`config.mk`:
```
export PLATFORM = sky130hd
export DESIGN_NAME = dma_req_arbiter
export DESIGN_NICKNAME = d
export VERILOG_FILES = /design/src/rtl/dma_arb_pkg.sv /design/src/rtl/dma_arb_ctrl.sv /design/src/rtl/dma_arb_datapath.sv /design/src/rtl/dma_req_arbiter.sv
export SDC_FILE = /design/constraint.sdc
export NUM_CORES = 1
export LEC_CHECK = 0
export BUFFER_PORTS_ARGS = -buffer_cell sky130_fd_sc_hd__buf_2
export CAP_MARGIN = 40
export CORE_ASPECT_RATIO = 0.8
export CORE_MARGIN = 3
export CORE_UTILIZATION = 35
export CTS_CLUSTER_SIZE = 24
export DETAILED_ROUTE_END_ITERATION = 6
export SETUP_SLACK_MARGIN = 0.2
export SYNTH_ARGS = -nofsm -noshare
export SYNTH_HDL_FRONTEND = slang
export SYNTH_SLANG_ARGS = --single-unit
export TNS_END_PERCENT = 10
```
`constraint.sdc`:
```
create_clock -name clk -period 2.2 [get_ports clk]
set_input_delay 0.22 -clock clk [delete_from_list [all_inputs] [get_ports clk]]
set_output_delay 0.22 -clock clk [all_outputs]
set_load 0.01 [all_outputs]
```
`src/rtl/dma_arb_pkg.sv`:
```
package dma_arb_pkg;

  typedef enum logic {ARB_IDLE, ARB_BUSY} arbState_e;

  // Strobes passed from the control to the channel datapath
  typedef struct packed {
    logic busy;    // a grant is outstanding
    logic issue;   // a grant is issued this cycle to pickCh
    logic finish;  // the outstanding grant completes this cycle
    logic fault;   // the completing item hit an invalid address
  } arbStrobe_t;

  localparam logic [1:0] SEL_MODE = 2'd0;
  localparam logic [1:0] SEL_ADDR = 2'd1;
  localparam logic [1:0] SEL_CTRL = 2'd2;

endpackage

```
`src/rtl/dma_arb_ctrl.sv`:
```
module dma_arb_ctrl
  import dma_arb_pkg::*;
#(
  parameter int NUM_CH = 4,
  parameter int IDX_W  = (NUM_CH > 1) ? $clog2(NUM_CH) : 1
) (
  input  logic              clk,
  input  logic              rst_n,
  input  logic [NUM_CH-1:0] eligible,
  input  logic              xferDone,
  input  logic              addrErr,
  output arbStrobe_t        strobe,
  output logic [IDX_W-1:0]  pickCh,
  output logic              grantValid,
  output logic [IDX_W-1:0]  grantCh
);

  arbState_e state;
  logic      anyEligible;

  // Fixed priority: the lowest index wins
  always_comb begin
    pickCh = '0;
    for (int i = NUM_CH - 1; i >= 0; i--) begin
      if (eligible[i]) pickCh = IDX_W'(i);
    end
  end

  assign anyEligible   = |eligible;
  assign strobe.busy   = (state == ARB_BUSY);
  assign strobe.issue  = (state == ARB_IDLE) && anyEligible;
  assign strobe.finish = (state == ARB_BUSY) && xferDone;
  assign strobe.fault  = strobe.finish && addrErr;

  always_ff @(posedge clk or negedge rst_n) begin
    if (!rst_n) begin
      state   <= ARB_IDLE;
      grantCh <= '0;
    end else begin
      if (strobe.issue) begin
        state   <= ARB_BUSY;
        grantCh <= pickCh;
      end else if (strobe.finish) begin
        state <= ARB_IDLE;
      end
    end
  end

  assign grantValid = (state == ARB_BUSY);

endmodule

```
`src/rtl/dma_arb_datapath.sv`:
```
module dma_arb_datapath
  import dma_arb_pkg::*;
#(
  parameter int NUM_CH = 4,
  parameter int IDX_W  = (NUM_CH > 1) ? $clog2(NUM_CH) : 1
) (
  input  logic              clk,
  input  logic              rst_n,
  input  logic [NUM_CH-1:0] chReq,
  input  logic [NUM_CH-1:0] chEvent,
  input  logic              regWrEn,
  input  logic [IDX_W-1:0]  regWrCh,
  input  logic [1:0]        regWrSel,
  input  logic [1:0]        regWrData,
  input  arbStrobe_t        strobe,
  input  logic [IDX_W-1:0]  pickCh,
  input  logic [IDX_W-1:0]  activeCh,
  output logic [NUM_CH-1:0] eligible,
  output logic [NUM_CH-1:0] errStatus,
  output logic              irq,
  output logic [NUM_CH-1:0] evtOverflow
);

  logic [NUM_CH-1:0] evtMode;
  logic [NUM_CH-1:0] irqEn;
  logic [NUM_CH-1:0] addrFresh;
  logic [NUM_CH-1:0] credit;

  for (genvar g = 0; g < NUM_CH; g++) begin : g_chan
    logic wrHit, isActive, consume, errSet, errClr;

    assign wrHit    = regWrEn && (regWrCh == IDX_W'(g));
    assign isActive = strobe.busy && (activeCh == IDX_W'(g));
    assign consume  = strobe.issue && (pickCh == IDX_W'(g)) && evtMode[g];
    assign errSet   = strobe.fault && (activeCh == IDX_W'(g));
    assign errClr   = wrHit && (regWrSel == SEL_CTRL) && regWrData[0] && addrFresh[g];

    assign eligible[g] = chReq[g] && !errStatus[g] && (!evtMode[g] || credit[g]);

    always_ff @(posedge clk or negedge rst_n) begin
      if (!rst_n) begin
        evtMode[g]     <= 1'b0;
        irqEn[g]       <= 1'b0;
        addrFresh[g]   <= 1'b0;
        errStatus[g]   <= 1'b0;
        credit[g]      <= 1'b0;
        evtOverflow[g] <= 1'b0;
      end else begin
        if (wrHit && regWrSel == SEL_MODE) begin
          evtMode[g] <= regWrData[0];
          irqEn[g]   <= regWrData[1];
        end
        // A new fault takes precedence over a clear and a fresh address
        if (errSet) begin
          errStatus[g] <= 1'b1;
          addrFresh[g] <= 1'b0;
        end else begin
          if (errClr) errStatus[g] <= 1'b0;
          if (wrHit && regWrSel == SEL_ADDR) addrFresh[g] <= 1'b1;
        end
        if (evtMode[g]) credit[g] <= (credit[g] && !consume) || chEvent[g];
        else            credit[g] <= 1'b0;
        evtOverflow[g] <= chEvent[g] && credit[g] && isActive && evtMode[g];
      end
    end
  end

  assign irq = |(errStatus & irqEn);

endmodule

```
`src/rtl/dma_req_arbiter.sv`:
```
module dma_req_arbiter
  import dma_arb_pkg::*;
#(
  parameter int NUM_CH = 4,
  parameter int IDX_W  = (NUM_CH > 1) ? $clog2(NUM_CH) : 1
) (
  input  logic              clk,
  input  logic              rst_n,
  input  logic [NUM_CH-1:0] chReq,
  input  logic [NUM_CH-1:0] chEvent,
  input  logic              xferDone,
  input  logic              addrErr,
  input  logic              regWrEn,
  input  logic [IDX_W-1:0]  regWrCh,
  input  logic [1:0]        regWrSel,
  input  logic [1:0]        regWrData,
  output logic              grantValid,
  output logic [IDX_W-1:0]  grantCh,
  output logic [NUM_CH-1:0] errStatus,
  output logic              irq,
  output logic [NUM_CH-1:0] evtOverflow
);

  arbStrobe_t        strobe;
  logic [NUM_CH-1:0] eligible;
  logic [IDX_W-1:0]  pickCh;

  dma_arb_ctrl #(.NUM_CH(NUM_CH), .IDX_W(IDX_W)) u_ctrl (
    .clk        (clk),
    .rst_n      (rst_n),
    .eligible   (eligible),
    .xferDone   (xferDone),
    .addrErr    (addrErr),
    .strobe     (strobe),
    .pickCh     (pickCh),
    .grantValid (grantValid),
    .grantCh    (grantCh)
  );

  dma_arb_datapath #(.NUM_CH(NUM_CH), .IDX_W(IDX_W)) u_dp (
    .clk         (clk),
    .rst_n       (rst_n),
    .chReq       (chReq),
    .chEvent     (chEvent),
    .regWrEn     (regWrEn),
    .regWrCh     (regWrCh),
    .regWrSel    (regWrSel),
    .regWrData   (regWrData),
    .strobe      (strobe),
    .pickCh      (pickCh),
    .activeCh    (grantCh),
    .eligible    (eligible),
    .errStatus   (errStatus),
    .irq         (irq),
    .evtOverflow (evtOverflow)
  );

endmodule

```
==> key figures, run 1 <==
Run status
  – Status: complete, no violations

Layout
  – Proportion of layout cells with a drive suffix above 1: 29.3%
  – Post-layout util: a little under half
  – NumNets Final: 170
  – Synth-to-Final Area Change: 18.9%
  – Non-Filler Instances: 190
  – Antenna cells: 0

Detailed routing
  – Drt first pass iters: 4
  – Vias per cell: around 5.3
  – Post-route ant nets: 0
  – Iter 0 DRT Violations: 22
  – DRC: 0
  – Vias: approximately 1000
  – Total Routed Length: around 2900 µm
  – Routed length per placed instance: between 15 and 20 µm

Logic synthesis
  – Top-count cell post-synth: dfrtp_1
  – Main synth FF type: dfrtp_1
  – Syn_nets: between 100 and 150
  – Register area share after synthesis: 53.9%
  – EDFF count, synth: 0
  – Seq cells post-synth: 27
  – YS warnings: 0
  – Post-synthesis cell type count: 30
  – Most common library cells after synthesis: dfrtp_1 (27), nor2_1 (14), mux2_2 (8), nand2_1 (8), a21oi_1 (7)
  – Syn Inst Count: roughly 120
  – Async set-reset flop share out of synthesis: 100%
  – Ranking of synthesized cells by area: dfrtp_1 (54%), mux2_2 (7.2%), nor2_1 (4.2%)
  – Synth area leader: dfrtp_1
  – Post-synth top area share: between 50% and 60%
  – Synthesized area: approximately 1300 µm²
  – Synth Area per Inst: between 10 and 15 µm²

Die
  – Core ar.: roughly 3200 µm²
  – Die area: 4340 µm²
  – DIE HEIGHT: approximately 60 µm
  – Top Ports: 31
  – FP Rows: 18
  – Initial Util: between 30% and 40%
  – Die W: 72.9 µm

STA
  – Worst-Margin Slew: about 600 ps
  – Final setup fails: 0
  – Fmax: ~0.72 GHz
  – Setup TNS: 0 ps
  – Final Max Tran Viols: 0
  – Max Clock Skew: slightly below 1 ps
  – Slew HR: between 50% and 60%
  – Min Tclk post-route: 1400 ps
  – RSZ-0062 raised after global routing: false
  – Final period utilization: a little under two thirds
  – Final-report hold violation count: 0

Clocking
  – Skew-Pair Late Insertion Delay: ~270 ps
  – H-Tree Depth: 1
  – Number of setup buffers added after CTS: 0
  – CTS tree: done
  – CTS Buf Count: 3
  – Root buf cell: clkbuf_8
  – Clock Pin Slew Worst Setup and Hold Paths: approximately 90 ps
  – CTS Buffer Depth: 2
  – CTS sink count: 27

Pwr
  – Gate power share: between 20 and 30%
  – Sw Share: between 30% and 40%
  – Net Sw Power: around 560 µW
  – PwrDens: around 1100 nW/µm²
  – Maximum vdd drop: slightly below 0.0005 V
  – P_int: 1.01 mW
  – Sequential share of power: a little over half
  – Clk pwr share: 17.5%
  – Leakage: between 0.6 and 0.7 nW

GRT
  – All-Layer GR Usage: between 10% and 20%
  – Vias in the first global route: between 900 and 1000
  – First-pass GRT wire length: about 5000 µm
  – Initial antenna violation count: 0
  – Global route total overflow: 0
  – Largest net degree at the start of global routing: 28

Place
  – Placed cells: 185
  – Final HPWL DP: 2180 µm
  – Port buffer count: 30
  – RePlAce Congestion: about 0.8

Setup path
  – Crit path DAT: 1180 ps
  – CP endpoint kind: primary output
  – CP peak stage delay: 430 ps
  – Crit-path cells: a22oi_1 > nand2_1 > buf_2
  – CP max stage cell: dfrtp_1
  – Crit-path max FO: 5
  – Critical path class: reg -> out
  – Critical Path Start Type: register
  – Worst endpoint required time: 1980 ps

Flow run
  – Max Cap Viol: 0

Hold path
  – HP Class: in -> reg
==> cell families after synthesis <==
logic type             Yosys count  synth area share (%)
AND/OR/NAND/NOR                 54                  24.4
buffers and inverters            5                  1.80
multiplexers                     8                  7.19
flip-flops                      27                  53.9
AO/OA/AOI/OAI                   25                  12.7
==> repair_timing <==
item | 4_1_cts | 5_1_grt
endpoints found under the hold margin | 27 | 0
resized for setup | 0 | 0
hold buffers | 1 | 0
endpoints found under the setup margin | 0 | 0
==> layout by cell type, fill, tap and decap left out <==
cell type and count:
dlygate4sd3_1 1, and3b_1 1, nor3_1 3, nand4b_1 3, nor2b_4 1, clkbuf_8 3
a31oi_1 4, o21ba_2 1, and4bb_2 1, mux2_2 8, nor3b_1 3, inv_1 1
buf_2 30, o22a_1 2, nor2b_1 1, nand3b_1 2, or3b_1 1, o21ai_0 5
nand4_1 4, clkbuf_1 1, nand2b_1 4, nor2_1 14, a21o_1 2, a22oi_1 2
nor4_1 2, a32oi_1 1, nand3_1 5, a21oi_1 7, and3_1 1, o21a_1 1
dfrtp_1 27, nand2_1 8
==> registers in the layout (all words and copies together), names as in the netlist <==
name / count
u_dp.addrFresh: 4
u_dp.evtMode: 4
u_dp.errStatus: 4
u_dp.credit: 4
u_dp.irqEn: 4
u_ctrl.grantValid: 1
u_dp.evtOverflow: 4
u_ctrl.grantCh: 2
==> layout make-up <==
type | instances | area (µm²)
fillers | 334 | 1750
well taps | 40 | 50.0
flip-flops and latches | 27 | 676
inverters | 1 | 3.75
repair buffers | 31 | 160
clock buffers | 4 | 45.0
multi-input cells | 87 | 554
==> metal layers <==
layer | share of wire (%) | track usage [%]
met1 | 51 | 21.7
met2 | 43 | 22.6
met5 | 0 | 0
met3 | 5.3 | 4.07
met4 | 0.45 | 1.58
==> per-stage QoR <==
step	instance area (µm²)	setup WS (ps)	total power [mW]	hold WS, ps
2_1_floorplan	1250	939	1.11	-75.6
3_3_place_gp	1430	875	1.29	254
3_5_place_dp	1430	803	1.30	266
4_1_cts	1490	801	1.59	132
5_1_grt	1490	665	1.69	146
6_report	1490	802	1.56	139
==> worst paths after layout <==
kind	cells past startpoint	slack, ps	to	startpoint
setup / recovery	3	800	irq	u_dp.errStatus[1]
hold / removal	2	140	u_ctrl.grantValid	xferDone
setup reg to reg	4	820	u_dp.credit[1]	u_dp.evtMode[1]
hold reg to reg	2	520	u_dp.addrFresh[2]	u_dp.addrFresh[2]
max in group asynchronous	2	1300	u_dp.evtMode[0]	rst_n
min in group asynchronous	2	500	u_dp.evtOverflow[2]	rst_n
==> worst max-delay path, delay by kind of cell (launching register included) <==
kind | cells | cell delay [ps]
buffers and inverters | 1 | 140
AND/OR/NAND/NOR | 1 | 80
AO/OA/AOI/OAI | 1 | 260
flip-flops | 1 | 430
==> power by group through the flow <==
stage	Clock, mW	Sequential (mW)	Combinational, mW
2_1_floorplan	0	0.786	0.321
3_3_place_gp	0	0.829	0.460
3_5_place_dp	0	0.838	0.466
4_1_cts	0.289	0.828	0.471
5_1_grt	0.309	0.860	0.526
6_report	0.274	0.827	0.463
Note: power is estimated with default switching activity, not from simulation.
==> run 2, diff against run 1 <==
==> constraint.sdc (replaced) <==
create_clock -name clk -period 1.4 [get_ports clk]
set_input_delay 0.14 -clock clk [delete_from_list [all_inputs] [get_ports clk]]
set_output_delay 0.14 -clock clk [all_outputs]
set_load 0.01 [all_outputs]
==> run 2 against run 1 <==
  * Setup slack lost 760 ps
  * Highest routed layer unchanged
  * Hold slack worse by 91 ps
  * First-iteration DRC count increased to 3.2 times the previous value
  * Critical path type is now reg -> reg
==> key figures, run 2 (synthesized netlist as in run 1, its figures left out) <==
Run status
  – Status: complete, no violations

Detailed routing
  – Iter 0 DRT Violations: 70
  – Post-route ant nets: 0
  – DRC: 0
  – Vias: between 1000 and 1500
  – Routed length per placed instance: 15.3 µm
  – Total Routed Length: 2960 µm
  – Vias per cell: 5.44
  – Drt first pass iters: 4

GRT
  – Largest net degree at the start of global routing: 28
  – GRT met1 Usage: between 20 and 25%
  – Initial antenna violation count: 0
  – Met2 usage: 19.9%
  – Most Crowded Layer GR: met1
  – Met3 global-route usage: about 4.4%
  – Global route total overflow: 0
  – All-Layer GR Usage: around 14%
  – First-pass GRT wire length: approximately 4700 µm
  – Vias in the first global route: roughly 910

Setup path
  – Worst endpoint required time: roughly 1600 ps
  – Worst path top cell family by delay: simple AND/OR/NAND/NOR gates
  – Critical path class: reg -> reg
  – Crit-path cells: nor2b_4 > or3b_4 > nor4_4 > nor2_1
  – CP bufs+invs: 0
  – Critical Path Start Type: register
  – CP peak stage delay: between 400 and 500 ps
  – CP max stage cell: or3b_4
  – CP endpoint kind: register
  – Crit path DAT: 1520 ps
  – Crit-path max FO: 2

Die
  – Core ar.: about 3200 µm²
  – Top Ports: 31
  – FP Rows: 18
  – Initial Util: between 30% and 40%
  – Die W: between 70 and 80 µm
  – Die area: 4340 µm²
  – DIE HEIGHT: about 60 µm

STA
  – RSZ-0062 raised after global routing: true
  – Fmax: between 0.7 and 0.8 GHz
  – Min Tclk post-route: about 1400 ps
  – Final period utilization: 96.8%
  – Slew HR: 59.7%
  – Final setup fails: 0
  – Final Max Tran Viols: 0
  – Final-report hold violation count: 0
  – Setup TNS: 0 ps
  – WHS: ~47 ps
  – Max Clock Skew: 4.85 ps
  – Worst-Margin Slew: between 600 and 700 ps

Place
  – Placed cells: 187
  – RePlAce Congestion: between 0.7 and 0.8
  – Final HPWL DP: 2200 µm
  – Port buffer count: 30
  – Dpl cell area: approximately 1400 µm²

Clocking
  – H-Tree Depth: 1
  – CTS Buf Count: 3
  – Skew-Pair Late Insertion Delay: 270 ps
  – CTS tree: done
  – Clock Pin Slew Worst Setup and Hold Paths: 100 ps
  – CTS sink count: 27
  – Root buf cell: clkbuf_8
  – CTS Buffer Depth: 2

Layout
  – Commonest non-fill, non-tap cell in the layout: buf_2
  – NumNets Final: approximately 170
  – Non-Filler Instances: 193
  – Synth-to-Final Area Change: 23.8%
  – Most frequent cells in the layout: buf_2 (30), dfrtp_1 (26), nor2_1 (14)
  – Proportion of layout cells with a drive suffix above 1: 35.9%
  – Antenna cells: 0
  – Post-route cell area: ~1600 µm²
  – Layout fillers: 330
  – Post-layout util: between 40% and 50%

Pwr
  – Sw Share: a little over a third
  – Sequential share of power: about half
  – Leakage: 0.681 nW
  – Maximum vdd drop: roughly 0.00066 V
  – Gate power share: between 30% and 40%
  – Net Sw Power: roughly 950 µW
  – Clk pwr share: 17.3%
  – PwrDens: 1670 nW/µm²
  – P_int: ~1.6 mW

Flow run
  – Max Cap Viol: 0

Hold path
  – HP Class: in -> reg
==> run 2: power by group through the flow <==
stage                     Combinational (mW)  Sequential (mW)  Clock, mW
after floorplan                        0.504             1.23          0
after global placement                 0.798             1.27          0
after detailed placement               0.806             1.29          0
after CTS                              0.848             1.28      0.455
after global routing                   0.956             1.33      0.497
final                                  0.862             1.29      0.448
==> run 2: cell type report <==
cell class	count	area (µm²)	share of cell area, %
sequential	27	677	43.7
clock buffer	3	41.3	2.66
multi-input combinational	87	591	38.1
timing repair buffer	34	183	11.8
inverter	1	3.75	0.242
clock inverter	1	5.00	0.323
tap	40	50.0	3.23
==> run 2: through the flow <==
step           setup WS [ps]  power [mW]
6_report                44.2        2.60
2_1_floorplan            139        1.74
3_3_place_gp            76.8        2.07
5_1_grt                 8.80        2.78
3_5_place_dp            23.0        2.09
4_1_cts                 53.4        2.58
==> run 2: worst paths after layout <==
check / from / slack [ps] / depth (start not counted) / endpoint
max in group asynchronous: rst_n / 570 / 2 / u_dp.errStatus[1]
worst max-delay path: u_dp.evtMode[1] / 40 / 4 / u_dp.credit[1]
worst max register to register: u_dp.evtMode[1] / 40 / 4 / u_dp.credit[1]
worst min-delay path: xferDone / 50 / 2 / u_ctrl.grantValid
min in group asynchronous: rst_n / 390 / 2 / u_dp.evtOverflow[2]
worst min register to register: u_dp.addrFresh[0] / 500 / 2 / u_dp.addrFresh[0]
==> run 2: layer usage <==
metal	share of wire, %	vias to the layer above	wire length, µm
li1	-	505	-
met1	50	511	1480
met2	44	32	1290
met3	5.9	2	175
met4	0.44	0	13
met5	0	-	0
==> run 2: what timing repair did <==
action,CTS,global route
hold buffers,1,0
endpoints found under the setup margin,8,8
hold endpoints to repair,27,0
pin swaps,1,2
setup buffers,1,0
gates resized for setup,5,3
gates cloned,0,0
